<file path="config.mk">
export PLATFORM = sky130hd
export DESIGN_NAME = sec_interval_timer
export DESIGN_NICKNAME = d
export VERILOG_FILES = /design/src/rtl/sec_interval_timer.sv
export SDC_FILE = /design/constraint.sdc
export NUM_CORES = 1
export LEC_CHECK = 0
export ABC_AREA = 1
export BUFFER_PORTS_ARGS = -buffer_cell sky130_fd_sc_hd__buf_4
export CAP_MARGIN = 20
export CELL_PAD_IN_SITES_DETAIL_PLACEMENT = 0
export CELL_PAD_IN_SITES_GLOBAL_PLACEMENT = 1
export CORE_ASPECT_RATIO = 0.5
export CORE_MARGIN = 3
export CORE_UTILIZATION = 45
export CTS_BUF_LIST = sky130_fd_sc_hd__clkbuf_4 sky130_fd_sc_hd__clkbuf_8
export DETAILED_ROUTE_END_ITERATION = 16
export PLACE_DENSITY_LB_ADDON = 0.1
export SLEW_MARGIN = 20
export SYNTH_ARGS = -nofsm -noshare
export SYNTH_HDL_FRONTEND = slang
export SYNTH_SLANG_ARGS = --single-unit
</file>
<file path="constraint.sdc">
create_clock -name clk -period 2 [get_ports clk]
set_input_delay 0.1 -clock clk [delete_from_list [all_inputs] [get_ports clk]]
set_output_delay 0.1 -clock clk [all_outputs]
set_load 0.05 [all_outputs]
</file>
<file path="src/rtl/sec_interval_timer.sv">
module sec_interval_timer #(
  parameter int DIVISOR = 1843200,
  parameter int DUR_W   = 4
) (
  input  logic             clk,
  input  logic             rst_n,
  input  logic             start,
  input  logic             hold,
  input  logic [DUR_W-1:0] duration,
  output logic             expired
);
  localparam int PW = (DIVISOR > 1) ? $clog2(DIVISOR) : 1;
  localparam logic [PW-1:0] PRE_LAST = PW'(DIVISOR - 1);

  logic [PW-1:0]    pre_cnt;
  logic [DUR_W-1:0] left;
  logic             armed;
  logic             tick;
  logic             last;

  assign tick = (pre_cnt == PRE_LAST);
  assign last = (left <= DUR_W'(1));

  always_ff @(posedge clk) begin
    if (!rst_n)              pre_cnt <= '0;
    else if (start || tick)  pre_cnt <= '0;
    else                     pre_cnt <= pre_cnt + PW'(1);
  end

  always_ff @(posedge clk) begin
    if (!rst_n) begin
      armed   <= 1'b0;
      left    <= '0;
      expired <= 1'b0;
    end else begin
      expired <= 1'b0;
      if (hold) begin
        armed <= 1'b0;
      end else if (start) begin
        armed <= 1'b1;
        left  <= duration;
      end else if (armed && tick) begin
        if (last) begin
          expired <= 1'b1;
          armed   <= 1'b0;
          left    <= '0;
        end else begin
          left <= left - DUR_W'(1);
        end
      end
    end
  end
endmodule

</file>
==> results of run 1 <==
[per-stage QoR]
| step | total power (uW) | instance area [um^2] |
|---|---|---|
| 2_1_floorplan | 617 | 1340 |
| 3_3_place_gp | 643 | 1450 |
| 3_5_place_dp | 644 | 1450 |
| 4_1_cts | 970 | 1500 |
| 5_1_grt | 1000 | 1500 |
| 6_report | 951 | 1500 |
[power breakdown]
part | internal, uW | switching (uW) | total (uW)
logic | 35.6 | 43.0 | 78.6
clock network | 142 | 178 | 320
registers | 546 | 6.28 | 552
total | 723 | 228 | 951
[metal layers]
metal	up-vias	GRT usage	part of all wire
met5	-	0	0
met4	0	0.0293	0.0043
met3	2	0.0502	0.044
met2	13	0.242	0.40
met1	485	0.178	0.55
li1	621	-	-
[worst max-delay path: stages, from the launching register on]
cell,delay (ns)
dfxtp_1,0.36
ha_1,0.20
nand3_2,0.13
nor3_4,0.24
nand2_1,0.13
nand3_1,0.12
buf_4,0.19
o21bai_1,0.13
nor2_1,0.05
[state kept, by name (all words and copies together), names as in the netlist]
name     count
armed        1
expired      1
left         4
pre_cnt     21
[kinds of logic (layout without fill, tap and decap cells)]
group                    count (synthesis)  in the layout  share of synthesized area
XOR/XNOR                                 9              9                     0.0587
buffers and inverters                   23             35                     0.0680
AND/OR/NAND/NOR                        109            109                      0.370
AO/OA/AOI/OAI                           19             19                     0.0736
flip-flops                              27             27                      0.402
adder cells (fa/ha/maj)                  3              3                     0.0279
[synth_stat cells]
cell,number,area [um^2]
xnor2_1,6,52.6
o21bai_1,1,7.51
buf_4,1,7.51
nand3_1,11,55.1
nand3_2,1,10.0
inv_1,21,78.8
nor2_4,1,11.3
o21ai_0,6,30.0
nor3_4,1,16.3
nor2_2,1,6.26
nand2_2,4,25.0
nor3b_1,1,7.51
nand3b_1,2,15.0
a31oi_1,1,6.26
buf_2,1,5.00
a21oi_1,10,50.1
nor3_1,7,35.0
dfxtp_1,27,541
or2_2,3,18.8
nor2_1,36,135
xor2_1,3,26.3
or2_0,1,6.26
o21ai_1,1,5.00
ha_1,3,37.5
nand2_1,38,143
nand4_1,2,12.5
[final cells by class]
class,instances,area [um^2],area share
tap,37,46.3,0.0308
clock buffer,3,41.3,0.0275
multi-input combinational,140,712,0.474
clock inverter,1,7.51,0.00500
timing repair buffer,10,75.1,0.0500
sequential,27,541,0.360
inverter,21,78.8,0.0525
[how the worst max path moves through the flow]
stage	start	depth (start not counted)	endpoint	slack [ns]
after floorplan	pre_cnt[0]	8	pre_cnt[19]	0.57
after global placement	pre_cnt[0]	8	pre_cnt[19]	0.38
after detailed placement	pre_cnt[0]	8	pre_cnt[19]	0.32
after CTS	pre_cnt[0]	8	pre_cnt[19]	0.31
after global routing	pre_cnt[0]	8	pre_cnt[19]	0.18
final	pre_cnt[0]	8	pre_cnt[19]	0.33
==> flow_summary_export.csv, run 1 <==
group,metric,value,unit
cells_and_area,final_util,0.553,
timing,max_freq,598,MHz
routing,drt_wl_total,2330,um
timing,hold_viol_final,0,
critical_path,crit-reg2reg-launch,"pre_cnt[0]",
run,maxCapViolCount,0,
routing,first_pass_iters,4,
pwr,cellPowerDensity,633,nW/um^2
place,place_ws,0.323,ns
critical_path,startpoint_type,"flop",
pwr,p_leak,0.000584,uW
clock_tree,cts-buffers-inserted,3,
global_routing,antenna_found_initial,0,
timing,max_slew_margin,0.762,
run_status,status,"complete, no violations",
die,ios,9,
routing,postRouteAntennaNets,0,
synth,yosysWarnings,0,
global_routing,grt_max_degree,17,
min_path,whs_path_depth,3,
place,io_buffers,8,
routing,drt_iter0_drc,72,
die,core,2720,um^2
timing,layout_min_cycle_time,1.67,ns
die,num_rows,13,
global_routing,globalRoute.totalOverflow,0,
timing,rsz0062_at_grt,"no",
timing,skew,0.00751,ns
synth,synth.distinct_cells,26,
clock_tree,hold_buffers,0,
timing,hold_ws,0.0949,ns
routing,via_per_inst,4.69,
critical_path,path_max_fanout,10,
global_routing,track_usage,0.142,
routing,drc,0,
min_path,hp-class,"input port to flop",
die,die_h,44.6,um
critical_path,crit_arrival,1.85,ns
cells_and_area,antenna_cells,0,
synth,post_synth_inst_count,190,
die,dieArea,3720,um^2
place,hpwlAfterDp,1790,um
pwr,ir_drop,0.284,mV
clock_tree,clock_latency,0.28,ns
clock_tree,clkTransAtPathRegs,0.10,ns
place,gp_congestion,0.740,
global_routing,grt_pass1_vias,994,
timing,post-route-period-util,0.836,
min_path,whs_endpoint,"left[2]",
min_path,hp-start,"rst_n",
clock_tree,postCtsResizedCells,0,
cells_and_area,fillers,265,
timing,postLayoutSetupSlackWorst,0.327,ns
critical_path,r2r_end,"pre_cnt[19]",
timing,worst_pin_slew,0.355,ns
clock_tree,cts_max_path_buffers,2,
critical_path,crit_path_end_kind,"flop",
timing,drv_slew,0,
cells_and_area,final_net_count,214,
synth,avgSynthCellArea,7.07,um^2
critical_path,worstPathRequired,2.17,ns
clock_tree,numClockSinks,27,
cells_and_area,final_cell_count_no_fill,239,
cells_and_area,syn_to_final_growth,11.7,%
cells_and_area,drive_gt1_frac,0.124,
clock_tree,cts-root-buf,"clkbuf_8",
synth,syn_nets,201,
clock_tree,postCtsSetupRepairBufs,0,
synth,yosysSeqAreaShare,0.402,
critical_path,rr_worst_depth,8,
critical_path,crit_type,"flop to flop",
clock_tree,cts-htree-levels,1,
critical_path,r2r_setup_slack,0.33,ns
routing,num_vias,1121,
timing,finalSetupViolCount,0,
cells_and_area,mostFrequentLayoutCell,"nand2_1",
cells_and_area,layout_common_cells,"nand2_1 (38), nor2_1 (36), dfxtp_1 (27)",
global_routing,grt_pass1_wl,4200,um
routing,wl_per_cell,9.74,um
synth,synth_area,1340,um^2
place,place_inst,235,
clock_tree,cts_tree,"done",
timing,setup_tns,0,ns
synth,ys_seq_elements,27,
die,die_w,83.3,um
die,start_util,0.495,
No activity file was read; power rests on OpenSTA's default activity.
==> run 2: changes to the inputs <==
- clock period: 2 -> 1.6 ns (I/O delays scaled with it)
==> flow_summary_export.csv, run 2 (synthesis gave the netlist of run 1 again) <==
group,metric,value,unit
place,io_buffers,8,
run,maxCapViolCount,0,
place,hpwlAfterDp,1830,um
timing,skew,0.00289,ns
clock_tree,cts-htree-levels,1,
die,dieArea,3720,um^2
timing,rsz0062_at_grt,"yes",
routing,drc,0,
critical_path,path_max_fanout,4,
cells_and_area,mostFrequentLayoutCell,"nand2_1",
timing,worst_pin_slew,0.332,ns
global_routing,grt_max_degree,15,
clock_tree,clkTransAtPathRegs,0.09,ns
cells_and_area,layout_common_cells,"nand2_1 (36), nor2_1 (34), dfxtp_1 (24)",
clock_tree,cts-root-buf,"clkbuf_8",
critical_path,worst_path_max_delay_cell,"dfxtp_4",
critical_path,rr_worst_depth,9,
routing,first_pass_iters,4,
die,die_h,44.6,um
critical_path,cp_slowest_stage_delay,0.37,ns
pwr,p_leak,0.000628,uW
die,start_util,0.495,
clock_tree,cts_tree,"done",
critical_path,crit-reg2reg-launch,"pre_cnt[0]",
die,die_w,83.3,um
cells_and_area,reg.largest.list,"pre_cnt (21), left (4)",
timing,finalSetupViolCount,0,
critical_path,crit_path_end_kind,"flop",
global_routing,grt_pass1_vias,1014,
routing,drt_wl_total,2530,um
global_routing,track_usage,0.145,
cells_and_area,final_net_count,220,
critical_path,r2r_setup_slack,0.06,ns
clock_tree,numClockSinks,27,
routing,postRouteAntennaNets,0,
critical_path,crit_arrival,1.71,ns
critical_path,setup.worst_path.start,"pre_cnt[0]",
critical_path,crit_type,"flop to flop",
place,gp_congestion,0.786,
clock_tree,clock_latency,0.27,ns
critical_path,startpoint_type,"flop",
min_path,hp-class,"input port to flop",
cells_and_area,largest_reg_flops,21,
critical_path,worstPathRequired,1.77,ns
clock_tree,cts-buffers-inserted,3,
cells_and_area,syn_to_final_growth,19.9,%
pwr,total_power,1200,uW
cells_and_area,antenna_cells,0,
critical_path,r2r_end,"left[3]",
critical_path,crit_chain,"ha_4 -> nand3_4 -> nor3_4 -> nand3_2 -> nand2_4 -> buf_4 -> nand3_1 -> nand2_1 -> nor2_1",
routing,wl_per_cell,10.3,um
cells_and_area,top_register,"pre_cnt",
global_routing,grt_pass1_wl,4310,um
global_routing,globalRoute.totalOverflow,0,
die,ios,9,
die,core,2720,um^2
pwr,cellPowerDensity,745,nW/um^2
cells_and_area,fillers,264,
timing,hold_ws,0.0788,ns
global_routing,antenna_found_initial,0,
critical_path,worstSetupEndpoint,"left[3]",
cells_and_area,drive_gt1_frac,0.202,
timing,hold_viol_final,0,
timing,max_freq,650,MHz
pwr,ir_drop,0.371,mV
timing,layout_min_cycle_time,1.54,ns
run_status,status,"complete, no violations",
routing,via_per_inst,4.73,
die,num_rows,13,
routing,drt_iter0_drc,69,
clock_tree,cts_max_path_buffers,2,
timing,max_slew_margin,0.777,
timing,drv_slew,0,
routing,num_vias,1160,
timing,post-route-period-util,0.962,
==> run 2: cell types whose count changed in the layout (fill, tap and decap cells not counted), moves of 2 or more <==
cell	previous run	this run
dfxtp_2	0	2
nand3_1	11	9
nand2_4	0	2
nand2_1	38	36
nor2_1	36	34
buf_4	10	15
dfxtp_1	27	24
nor2_2	1	3
==> run 2: worst min path at each step <==
stage                     start       to  slack [ns]  cells after the start
after floorplan           rst_n  left[1]        0.20                      2
after global placement    rst_n  left[3]        0.37                      3
final                     rst_n  left[1]        0.08                      3
after global routing      rst_n  left[3]        0.09                      3
after detailed placement  rst_n  left[1]        0.37                      3
after CTS                 rst_n  left[1]        0.07                      3
==> run 2: metrics by stage <==
step	worst slack [ns]	setup TNS, ns	instance area (um^2)	instances	utilization
final	0.0605	0	1610	245	0.593
after global routing	-0.0466	-0.198	1610	245	0.593
after detailed placement	0.0284	0	1480	239	0.546
after CTS	0.0244	0	1530	243	0.564
after floorplan	0.168	0	1340	190	-
after global placement	0.0869	0	1480	239	0.546
==> run 2: layout make-up <==
cell class / instances / area [um^2] / area share
sequential: 27 / 547 / 0.339
clock buffer: 4 / 48.8 / 0.0303
multi-input combinational: 140 / 767 / 0.476
timing repair buffer: 16 / 124 / 0.0769
tap: 37 / 46.3 / 0.0287
inverter: 21 / 78.8 / 0.0489
==> run 2: power breakdown <==
group | internal, uW | switching (uW) | total, uW
combinational | 51.1 | 56.6 | 108
clock | 195 | 207 | 402
sequential | 682 | 9.85 | 692
==> run 2: metal layers <==
layer / vias up / GRT usage / wire, um
met2: 16 / 0.240 / 1070
met5: - / 0 / 0
li1: 634 / - / -
met1: 506 / 0.186 / 1320
met4: 0 / 0.0293 / 26
met3: 4 / 0.0502 / 115
==> run 2: worst max-delay path, delay by kind of cell, from the launching register on <==
family / cells / cell delay, ns
adders and majority gates: 1 / 0.15
and+or+nand+nor: 7 / 0.81
DFF: 1 / 0.37
buffers and inverters: 1 / 0.11
==> run 2: what timing repair did <==
| action | 4_1_cts | 5_1_grt |
|---|---|---|
| setup buffers | 0 | 2 |
| hold buffers | 0 | 0 |
| setup endpoints to repair | 0 | 24 |
| gates resized for setup | 0 | 18 |
==> run 3: changes to the inputs <==
- ABC_AREA: 1 -> not set
- BUFFER_PORTS_ARGS: -buffer_cell sky130_fd_sc_hd__buf_4 -> not set
- DONT_BUFFER_PORTS: not set -> 1
==> flow_summary_export.csv, run 3 <==
group,metric,value,unit
critical_path,startpoint_type,"flop",
synth,synth_mux_area_frac,0.00718,
timing,post-route-period-util,1.21,
place,dpl_cell_area,1730,um^2
synth,synth_top_area_frac,0.388,
synth,synth-edff-count,0,
timing,setup_tns,-7.81,ns
die,num_rows,13,
timing,rsz0062_at_grt,"yes",
cells_and_area,design_area,1910,um^2
clock_tree,clkTransAtPathRegs,0.10,ns
run,maxCapViolCount,0,
synth,avgSynthCellArea,8.55,um^2
run_status,violations,"setup timing",
critical_path,crit_type,"flop to flop",
die,start_util,0.504,
global_routing,track_usage,0.192,
cells_and_area,largest_reg_flops,21,
synth,synth.distinct_cells,43,
critical_path,path_max_fanout,3,
synth,ys_seq_elements,27,
global_routing,grt_max_degree,21,
timing,finalSetupViolCount,27,
pwr,clock_power_share,0.319,
global_routing,grt_pass1_wl,5850,um
synth,yosys.area_share.simple,0.299,
clock_tree,cts-htree-levels,1,
clock_tree,cts-root-buf,"clkbuf_8",
clock_tree,numClockSinks,27,
synth,synth_adder_area_share,0.0269,
min_path,hp-start,"rst_n",
pwr,intPower,920,uW
cells_and_area,reg.largest.list,"pre_cnt (21), left (4)",
routing,drt_iter0_drc,74,
timing,postLayoutSetupSlackWorst,-0.331,ns
synth,synth_top_family_by_area,"simple AND/OR/NAND/NOR gates",
synth,synth_area,1390,um^2
pwr,total_power,1200,uW
routing,first_pass_iters,4,
synth,yosysSeqAreaShare,0.388,
cells_and_area,mostFrequentLayoutCell,"buf_4",
synth,synthFlopType,"dfxtp_1",
routing,num_vias,1329,
timing,layout_min_cycle_time,1.93,ns
critical_path,crit_arrival,2.13,ns
global_routing,antenna_found_initial,0,
routing,wl_per_cell,14.1,um
critical_path,setup.worst_path.start,"pre_cnt[14]",
synth,post_synth_inst_count,163,
global_routing,globalRoute.totalOverflow,0,
die,die_h,45.4,um
place,hpwlAfterDp,2450,um
place,io_buffers,0,
timing,drv_slew,0,
cells_and_area,antenna_cells,0,
place,place_inst,230,
die,core,2770,um^2
cells_and_area,layout_common_cells,"buf_4 (36), dfxtp_1 (23), nor2_1 (15)",
min_path,hp-class,"input port to flop",
timing,worst_pin_slew,0.470,ns
clock_tree,cts-buffers-inserted,3,
routing,via_per_inst,5.51,
clock_tree,clock_latency,0.27,ns
clock_tree,cts_tree,"done",
pwr,p_sw_frac,0.232,
synth,async_flop_share,0,
cells_and_area,final_cell_count_no_fill,241,
critical_path,crit_path_end_kind,"flop",
timing,max_freq,518,MHz
global_routing,grt_pass1_vias,1271,
timing,skew,0.00963,ns
synth,syn_nets,174,
timing,max_slew_margin,0.686,
die,die_w,84.7,um
routing,postRouteAntennaNets,0,
pwr,p_sw,278,uW
synth,synth_compound_area_frac,0.185,
pwr,cellPowerDensity,628,nW/um^2
die,ios,9,
timing,hold_viol_final,0,
synth,yosysWarnings,0,
clock_tree,cts_max_path_buffers,2,
cells_and_area,final_net_count,216,
cells_and_area,drive_gt1_frac,0.319,
pwr,p_leak,0.000709,uW
synth,yosys.area_share.xor_xnor,0.0566,
critical_path,crit-reg2reg-launch,"pre_cnt[14]",
pwr,seq_power_share,0.575,
synth,synth.most_common_cell,"dfxtp_1",
synth,ys_top_cells_by_count,"dfxtp_1 (27), nor2_1 (15), a21oi_1 (11)",
cells_and_area,top_register,"pre_cnt",
cells_and_area,syn_to_final_growth,36.9,%
die,dieArea,3840,um^2
place,gp_congestion,0.805,
synth,synth_top_area_cell,"dfxtp_1",
synth,synth_area_leaders,"dfxtp_1 (39%), nor2_1 (4.0%), a21oi_1 (3.9%), or4_1 (3.8%), nand3_1 (3.2%)",
pwr,ir_drop,0.436,mV
routing,drt_wl_total,3390,um
pwr,p_comb_frac,0.105,
routing,drc,0,
run_status,status,"finished, violations left",
critical_path,worstPathRequired,1.79,ns
-- run 3: timing repair --
action | 4_1_cts | 5_1_grt
buffers inserted | 3 | 2
gates cloned | 0 | 0
gates resized for setup | 12 | 4
hold buffers | 2 | 0
pin swaps | 11 | 5
setup endpoints to repair | 27 | 27
hold endpoints to repair | 4 | 0
-- run 3: power groups by stage --
| stage | clock (uW) | combinational [uW] | sequential [uW] |
|---|---|---|---|
| 2_1_floorplan | 0 | 63.4 | 705 |
| 3_3_place_gp | 0 | 108 | 704 |
| 3_5_place_dp | 0 | 110 | 705 |
| 4_1_cts | 393 | 119 | 689 |
| 5_1_grt | 426 | 139 | 690 |
| 6_report | 383 | 126 | 689 |
-- run 3: metal layers --
layer  track usage  share of wire  up-vias
li1              -              -      692
met4        0.0347          0.011        0
met2         0.330           0.45       21
met5             0              0        -
met1         0.250           0.51      612
met3        0.0546          0.031        4
-- run 3: area by class of cell --
type | instances | area [um^2]
clock inverter | 1 | 5.00
multi-input combinational | 123 | 881
tap | 37 | 46.3
timing repair buffer | 44 | 367
fill | 232 | 857
inverter | 6 | 22.5
sequential | 27 | 546
clock buffer | 3 | 41.3
-- run 3: worst max-delay path: stages (launching register included) --
cell and delay [ns]:
dfxtp_2 0.33, or4_4 0.53, or2_4 0.25, or4_4 0.52, nor4b_4 0.21
-- run 3: metrics by stage --
step / hold slack, ns / util / worst slack [ns]
after floorplan: 0.151 / - / -0.276
after global placement: 0.154 / 0.626 / -0.314
after detailed placement: 0.156 / 0.626 / -0.373
after CTS: 0.00914 / 0.677 / -0.335
after global routing: 0.0110 / 0.690 / -0.372
final: 0.0241 / 0.690 / -0.331
-- run 3: path summary, 6_finish.rpt --
check / end / slack (ns) / cells after the start
setup / recovery: expired / -0.33 / 4
hold / removal: expired / 0.02 / 2
setup reg to reg: expired / -0.33 / 4
hold reg to reg: pre_cnt[19] / 0.50 / 2
-- run 3: cell families after synthesis --
| logic type | count (synthesis) |
|---|---|
| flops | 27 |
| xor+xnor | 9 |
| mux | 1 |
| buf+inv | 13 |
| fa+ha+maj | 3 |
| compound gates | 38 |
| simple gates | 72 |
